===== src/rtl/eeprom_txn_pkg.sv =====
package eeprom_txn_pkg;
    typedef enum logic [1:0] {
        ST_IDLE  = 2'd0,   // waiting for an address event
        ST_WADDR = 2'd1,   // write transfer, expecting word address
        ST_WDATA = 2'd2,   // write transfer, taking data bytes
        ST_READ  = 2'd3    // read transfer, serving requests
    } txn_state_e;
endpackage


===== src/rtl/eeprom_page_buf.sv =====
module eeprom_page_buf #(
    parameter int PAGE_BYTES = 16,
    parameter int OFF_W      = $clog2(PAGE_BYTES)
) (
    input  logic                    clk,
    input  logic                    rst_n,
    input  logic                    clear,
    input  logic                    wr_en,
    input  logic [OFF_W-1:0]        wr_off,
    input  logic [7:0]              wr_data,
    output logic [PAGE_BYTES*8-1:0] page_data,
    output logic [PAGE_BYTES-1:0]   page_mask
);
    typedef struct packed {
        logic [PAGE_BYTES*8-1:0] data;
        logic [PAGE_BYTES-1:0]   mask;
    } pbuf_t;

    pbuf_t cur_q, nxt_d;

    always_comb begin
        nxt_d = cur_q;
        if (clear) begin
            nxt_d.mask = '0;
        end else if (wr_en) begin
            nxt_d.data[wr_off*8 +: 8] = wr_data;
            nxt_d.mask[wr_off]        = 1'b1;
        end
    end

    always_ff @(posedge clk or negedge rst_n) begin
        if (!rst_n) cur_q <= '0;
        else        cur_q <= nxt_d;
    end

    assign page_data = cur_q.data;
    assign page_mask = cur_q.mask;

    AST_CLEAR_EMPTIES: assert property (@(posedge clk) disable iff (!rst_n)
        clear |=> (page_mask == '0)) else $error("buffer not cleared");
endmodule


===== src/rtl/eeprom_array.sv =====
module eeprom_array #(
    parameter int       ADDR_W     = 8,
    parameter int       PAGE_BYTES = 16,
    parameter logic [7:0] ERASED   = 8'hFF,
    parameter int       OFF_W      = $clog2(PAGE_BYTES),
    parameter int       PAGE_W     = ADDR_W - OFF_W
) (
    input  logic                    clk,
    input  logic                    rst_n,
    input  logic                    commit,
    input  logic [PAGE_W-1:0]       page,
    input  logic [PAGE_BYTES*8-1:0] page_data,
    input  logic [PAGE_BYTES-1:0]   page_mask,
    input  logic [ADDR_W-1:0]       rd_addr,
    output logic [7:0]              rd_data
);
    localparam int DEPTH = 1 << ADDR_W;

    logic [7:0] mem_q [DEPTH];
    logic [7:0] mem_d [DEPTH];

    always_comb begin
        mem_d = mem_q;
        if (commit) begin
            for (int i = 0; i < PAGE_BYTES; i++) begin
                if (page_mask[i])
                    mem_d[{page, OFF_W'(i)}] = page_data[i*8 +: 8];
            end
        end
    end

    always_ff @(posedge clk or negedge rst_n) begin
        if (!rst_n) begin
            for (int j = 0; j < DEPTH; j++) mem_q[j] <= ERASED;
        end else begin
            mem_q <= mem_d;
        end
    end

    assign rd_data = mem_q[rd_addr];
endmodule


===== src/rtl/eeprom_wr_timer.sv =====
module eeprom_wr_timer #(
    parameter int TWR_CYCLES = 1_000_000,
    parameter int CNT_W      = $clog2(TWR_CYCLES + 1)
) (
    input  logic clk,
    input  logic rst_n,
    input  logic launch,
    output logic busy
);
    logic [CNT_W-1:0] cnt_q, cnt_d;

    always_comb begin
        cnt_d = cnt_q;
        if (launch)           cnt_d = CNT_W'(TWR_CYCLES);
        else if (cnt_q != '0) cnt_d = cnt_q - 1'b1;
    end

    always_ff @(posedge clk or negedge rst_n) begin
        if (!rst_n) cnt_q <= '0;
        else        cnt_q <= cnt_d;
    end

    assign busy = (cnt_q != '0);

    AST_NO_REARM: assert property (@(posedge clk) disable iff (!rst_n)
        launch |-> !busy) else $error("write cycle relaunched while busy");
    AST_LAUNCH_BUSY: assert property (@(posedge clk) disable iff (!rst_n)
        launch |=> busy) else $error("launch did not raise busy");
endmodule


===== src/rtl/eeprom_txn_ctrl.sv =====
module eeprom_txn_ctrl #(
    parameter int         ADDR_W     = 8,
    parameter int         PAGE_BYTES = 16,
    parameter int         TWR_CYCLES = 1_000_000,
    parameter logic [7:0] ERASED     = 8'hFF
) (
    input  logic       clk,
    input  logic       rst_n,
    input  logic       bus_start,
    input  logic       bus_stop,
    input  logic       addr_hit,
    input  logic       addr_rw,
    input  logic       rx_valid,
    input  logic [7:0] rx_data,
    input  logic       tx_req,
    output logic       tx_valid,
    output logic [7:0] tx_data,
    output logic       busy
);
    import eeprom_txn_pkg::*;

    localparam int OFF_W  = $clog2(PAGE_BYTES);
    localparam int PAGE_W = ADDR_W - OFF_W;

    typedef struct packed {
        txn_state_e        state;
        logic [ADDR_W-1:0] ptr;
        logic [7:0]        txd;
        logic              txv;
    } ctl_t;

    ctl_t ctl_q, ctl_d;

    logic                    buf_clear, buf_wr, commit;
    logic [PAGE_BYTES*8-1:0] page_data;
    logic [PAGE_BYTES-1:0]   page_mask;
    logic [7:0]              rd_data;

    always_comb begin
        ctl_d     = ctl_q;
        ctl_d.txv = 1'b0;
        buf_clear = 1'b0;
        buf_wr    = 1'b0;
        commit    = 1'b0;
        if (bus_stop) begin
            commit      = (ctl_q.state == ST_WDATA) && (page_mask != '0) && !busy;
            buf_clear   = 1'b1;
            ctl_d.state = ST_IDLE;
        end else if (bus_start) begin
            buf_clear   = 1'b1;
            ctl_d.state = ST_IDLE;
        end else if (!busy) begin
            if (addr_hit) begin
                buf_clear   = 1'b1;
                ctl_d.state = addr_rw ? ST_READ : ST_WADDR;
            end else if (rx_valid && ctl_q.state == ST_WADDR) begin
                ctl_d.ptr   = rx_data[ADDR_W-1:0];
                ctl_d.state = ST_WDATA;
            end else if (rx_valid && ctl_q.state == ST_WDATA) begin
                buf_wr    = 1'b1;
                ctl_d.ptr = {ctl_q.ptr[ADDR_W-1:OFF_W], ctl_q.ptr[OFF_W-1:0] + 1'b1};
            end else if (tx_req && ctl_q.state == ST_READ) begin
                ctl_d.txd = rd_data;
                ctl_d.txv = 1'b1;
                ctl_d.ptr = ctl_q.ptr + 1'b1;
            end
        end
    end

    always_ff @(posedge clk or negedge rst_n) begin
        if (!rst_n) begin
            ctl_q.state <= ST_IDLE;
            ctl_q.ptr   <= '0;
            ctl_q.txd   <= '0;
            ctl_q.txv   <= 1'b0;
        end else begin
            ctl_q <= ctl_d;
        end
    end

    eeprom_page_buf #(.PAGE_BYTES(PAGE_BYTES)) u_pbuf (
        .clk       (clk),
        .rst_n     (rst_n),
        .clear     (buf_clear),
        .wr_en     (buf_wr),
        .wr_off    (ctl_q.ptr[OFF_W-1:0]),
        .wr_data   (rx_data),
        .page_data (page_data),
        .page_mask (page_mask)
    );

    eeprom_array #(.ADDR_W(ADDR_W), .PAGE_BYTES(PAGE_BYTES), .ERASED(ERASED)) u_array (
        .clk       (clk),
        .rst_n     (rst_n),
        .commit    (commit),
        .page      (ctl_q.ptr[ADDR_W-1:OFF_W]),
        .page_data (page_data),
        .page_mask (page_mask),
        .rd_addr   (ctl_q.ptr),
        .rd_data   (rd_data)
    );

    eeprom_wr_timer #(.TWR_CYCLES(TWR_CYCLES)) u_timer (
        .clk    (clk),
        .rst_n  (rst_n),
        .launch (commit),
        .busy   (busy)
    );

    assign tx_valid = ctl_q.txv;
    assign tx_data  = ctl_q.txd;

    AST_STOP_ARMS: assert property (@(posedge clk) disable iff (!rst_n)
        (bus_stop && ctl_q.state == ST_WDATA && page_mask != '0 && !busy) |=> busy)
        else $error("STOP with data did not start write cycle");
    AST_ADDR_ONLY_IDLE: assert property (@(posedge clk) disable iff (!rst_n)
        (bus_stop && ctl_q.state == ST_WADDR && !busy) |=> !busy)
        else $error("address-only write started a cycle");
    AST_BUSY_FREEZE: assert property (@(posedge clk) disable iff (!rst_n)
        (busy && addr_hit && !bus_start && !bus_stop) |=> $stable(ctl_q.state))
        else $error("address accepted while busy");
    AST_TX_ANSWER: assert property (@(posedge clk) disable iff (!rst_n)
        (tx_req && !busy && !bus_start && !bus_stop && !addr_hit && !rx_valid
         && ctl_q.state == ST_READ) |=> tx_valid)
        else $error("read request not served");
    AST_TX_CAUSE: assert property (@(posedge clk) disable iff (!rst_n)
        tx_valid |-> $past(tx_req))
        else $error("tx_valid without request");
    AST_SEQ_STEP: assert property (@(posedge clk) disable iff (!rst_n)
        tx_valid |-> (ctl_q.ptr == $past(ctl_q.ptr) + 1'b1))
        else $error("read pointer did not step");
    AST_PAGE_HOLD: assert property (@(posedge clk) disable iff (!rst_n)
        (buf_wr) |=> (ctl_q.ptr[ADDR_W-1:OFF_W] == $past(ctl_q.ptr[ADDR_W-1:OFF_W])))
        else $error("data byte moved page bits");
endmodule


===== config.mk =====
export PLATFORM = sky130hd
export DESIGN_NAME = eeprom_txn_ctrl
export DESIGN_NICKNAME = d
export VERILOG_FILES = /design/src/rtl/eeprom_txn_pkg.sv /design/src/rtl/eeprom_page_buf.sv /design/src/rtl/eeprom_array.sv /design/src/rtl/eeprom_wr_timer.sv /design/src/rtl/eeprom_txn_ctrl.sv
export SDC_FILE = /design/constraint.sdc
export NUM_CORES = 2
export LEC_CHECK = 0
export BUFFER_PORTS_ARGS = -buffer_cell sky130_fd_sc_hd__buf_2
export CORE_MARGIN = 8
export CORE_UTILIZATION = 45
export CTS_CLUSTER_DIAMETER = 150
export DETAILED_ROUTE_END_ITERATION = 10
export GPL_TIMING_DRIVEN = 1
export PLACE_DENSITY = 0.68
export REMOVE_ABC_BUFFERS = 1
export SLEW_MARGIN = 25
export SYNTH_ARGS = -nofsm -noshare
export SYNTH_HDL_FRONTEND = slang
export SYNTH_HIERARCHICAL = 1
export SYNTH_SLANG_ARGS = --single-unit

===== constraint.sdc =====
create_clock -name clk -period 4.1 [get_ports clk]
set_clock_uncertainty 0.2 [all_clocks]
set_input_delay 0.82 -clock clk [delete_from_list [all_inputs] [get_ports clk]]
set_output_delay 0.82 -clock clk [all_outputs]
set_load 0.005 [all_outputs]

==> flow_summary.json <==
{
  "num_rows": 176,
  "rsz0062_at_grt": "no",
  "required_ns": 4.70,
  "violations": "setup timing",
  "yosysUniqueCellTypes": 78,
  "cp-endpoint": "tx_data[1]$_DFFE_PN0P_",
  "p_leak_nw": 47.0,
  "power_density_nw_per_um2": 367,
  "fin_total_pwr_mw": 43.6,
  "synth-seq-cells": 2231,
  "grt_usage_pct": 29.8,
  "clock-sinks": 2231,
  "final_nets": 7153,
  "cts_max_level": 4,
  "grt_overflow": 0,
  "ys_warn_count": 6,
  "outcome": "complete, but fails checks",
  "yosysTopAreaCell": "dfstp_2",
  "synth_top_cell_area_share_pct": 52.0,
  "grt_pass1_wl_microns": 520000,
  "port_buffers": 25,
  "setup_viol": 3,
  "arrival_ns": 4.80,
  "drtAntennaViolNets": 0,
  "first_pass_iters": 6,
  "hold_viol": 0,
  "antenna_found_initial": 34,
  "cts_root_buffer": "clkbuf_16",
  "vias": 65200,
  "syn_area_per_cell_sq_um": 15.7,
  "setup.worst_path.end_class": "flop",
  "setup-tns-final_ns": -0.290,
  "max_freq_ghz": 0.238,
  "fin_crit_sh_pct": 102,
  "synthCells": 6565,
  "viasPerCell": 6.30,
  "area_growth_pct": 15.0,
  "path_max_fanout": 15,
  "drt_wl_total_microns": 371000,
  "hp-class": "in -> async",
  "netlist_area_sq_um": 103000,
  "initial_core_util_pct": 45.1,
  "dp_hpwl_microns": 247000,
  "worstSetupPathType": "reg -> reg",
  "drive_gt1_share_pct": 80.2,
  "peakVddDrop_uv": 393,
  "grt_pass1_vias": 67300,
  "die_y_microns": 495,
  "drc": 0,
  "startpoint": "ctl_q[10]$_DFFE_PN0P_",
  "r2r_setup_slack_ns": -0.10,
  "synth_area_leaders": "dfstp_2, mux2_2, mux4_2",
  "maxSlewViolCount": 0,
  "clockBufferDepth": 3,
  "tightest_slew_ns": 1.17,
  "maxCapViolCount": 0,
  "cts_hold_buf": 0,
  "die_x_microns": 495,
  "fin_crit_ns": 4.20,
  "die-area_sq_um": 245000,
  "clkTransAtPathRegs_ns": 0.06,
  "io_pins": 26,
  "drt-initial-drc-count": 6497,
  "cts_tree": "yes",
  "ys_seq_area_share_pct": 56.5,
  "r2r-end": "tx_data[1]$_DFFE_PN0P_",
  "synth_edf_count": 0,
  "rr_startpoint": "ctl_q[10]$_DFFE_PN0P_",
  "postLayoutSetupSlackWorst_ns": -0.102,
  "gp_congestion": 1.00,
  "core_area_sq_um": 229000,
  "ys_dominant_reg_cell": "dfstp_2",
  "grt_max_degree": 157,
  "startpoint_type": "flop",
  "synthArstFlopShare_pct": 100,
  "cts_setup_buffers": 0,
  "wl_per_cell_microns": 35.9,
  "slew-limit-headroom_pct": 21.8,
  "reg2reg_depth": 9,
  "insertion_delay_ns": 0.87,
  "cts_buffers": 223
}
[synthesized netlist by cell type (all sizes together) (21+ instances only)]
master / n
clkbuf: 245
nor2b: 21
dfstp: 2048
buf: 156
a211oi: 34
mux2i: 125
o221ai: 29
nor3: 36
nor4: 36
dfrtp: 183
nand2: 115
mux2: 2178
a21oi: 99
nor2: 346
a22o: 28
mux4: 455
o21ai: 53
a22oi: 159
[logic make-up (layout without fill, tap and decap cells)]
group / after synthesis / in the layout / share of synthesized area (%)
muxes: 2758 / 2758 / 34.9
DFF: 2231 / 2231 / 56.5
and+or+nand+nor: 652 / 652 / 2.97
AOI/OAI and AO/OA: 488 / 488 / 3.31
buffers and inverters: 413 / 1147 / 2.16
xor gates and xnor gates: 13 / 13 / 0.110
adders and majority gates: 10 / 10 / 0.121
other: 0 / 18 / 0
[routing by layer]
metal  up-vias  share of wire, %  wire (microns)  GRT usage [%]
met5         -              0.10             385          0.912
met4         8               7.2           26800           17.7
met3       811               8.9           33100           8.34
met2      3002                45          166000           44.9
met1     35600                39          145000           38.5
li1      25700                 -               -              -
[worst min-delay path by stage]
stage | startpoint | end | slack, ns | depth (start not counted)
after detailed placement | u_pbuf/page_data[126]$_DFFE_PN0P_ | u_pbuf/page_data[126]$_DFFE_PN0P_ | 0.28 | 2
final | rst_n | u_array/mem_q[49]$_DFFE_PN1P_ | 0.07 | 1
after floorplan | u_timer/cnt_q[19]$_DFFE_PN0P_ | u_timer/cnt_q[19]$_DFFE_PN0P_ | 0.28 | 2
after global routing | addr_rw | ctl_q[18]$_DFFE_PN0P_ | 0.05 | 2
after global placement | u_pbuf/page_data[127]$_DFFE_PN0P_ | u_pbuf/page_data[127]$_DFFE_PN0P_ | 0.27 | 2
after CTS | addr_rw | ctl_q[18]$_DFFE_PN0P_ | 0.02 | 2
[area by class of cell]
type,count,area [sq um]
Timing Repair Buffer,738,6280
Tap cell,3026,3790
Fill cell,18800,110000
Inverter,12,45.0
Multi-Input combinational cell,3921,42900
Antenna cell,18,45.0
Clock buffer,344,6710
Clock inverter,53,769
Sequential cell,2231,58400
[timing repair]
action                     CTS  global route
resized for setup            2             5
gates cloned                 0             0
setup endpoints to repair   24            18
[state kept, by name, indices dropped and copies added, names as in the netlist]
register,cells
tx_data,8
u_pbuf/page_data,128
ctl_q,10
u_array/mem_q,2048
tx_valid,1
u_timer/cnt_q,20
u_pbuf/page_mask,16
[report_power, final]
part / leakage [nW] / switching, mW / total [mW] / internal (mW)
Clock: 3.68 / 8.82 / 21.0 / 12.1
Sequential: 23.6 / 0 / 22.1 / 22.1
Combinational: 19.8 / 0.457 / 0.517 / 0.0599
Total: 47.0 / 9.27 / 43.6 / 34.3
[placed cells by master, fill, tap and decap left out, types with 34 or more instances in the layout]
| cell | instances |
|---|---|
| buf_12 | 64 |
| clkbuf_16 | 230 |
| clkbuf_8 | 53 |
| mux2i_1 | 125 |
| buf_4 | 649 |
| mux2_2 | 2170 |
| dfrtp_1 | 159 |
| dfstp_2 | 2048 |
| nand2_1 | 113 |
| a21oi_1 | 98 |
| o21ai_0 | 42 |
| mux4_2 | 452 |
| nor2_2 | 43 |
| nor3_1 | 34 |
| clkbuf_1 | 61 |
| nor2_1 | 300 |
| a22oi_1 | 159 |
[per-stage QoR]
stage / cell area, sq um / hold slack, ns / util [%] / std cells / setup slack, ns
after floorplan: 101000 / 0.281 / - / 6164 / -21.13
after global placement: 111000 / 0.266 / 48.6 / 9928 / -0.300
after detailed placement: 111000 / 0.279 / 48.6 / 9928 / -0.0567
after CTS: 119000 / 0.0225 / 51.9 / 10300 / 0.00830
after global routing: 119000 / 0.0473 / 51.9 / 10300 / 0.00161
final: 119000 / 0.0673 / 51.9 / 10300 / -0.102
[worst max-delay path, cell delays in order, from the launching register on]
cell      delay, ns
dfrtp_4        0.59
buf_4          0.33
nand2_1        0.61
buf_4          0.42
o221ai_2       0.29
nand2_1        0.21
a21oi_1        0.67
nor3b_1        0.12
nor4_1         0.43
mux2_2         0.23
No activity file was read; power rests on OpenSTA's default activity.
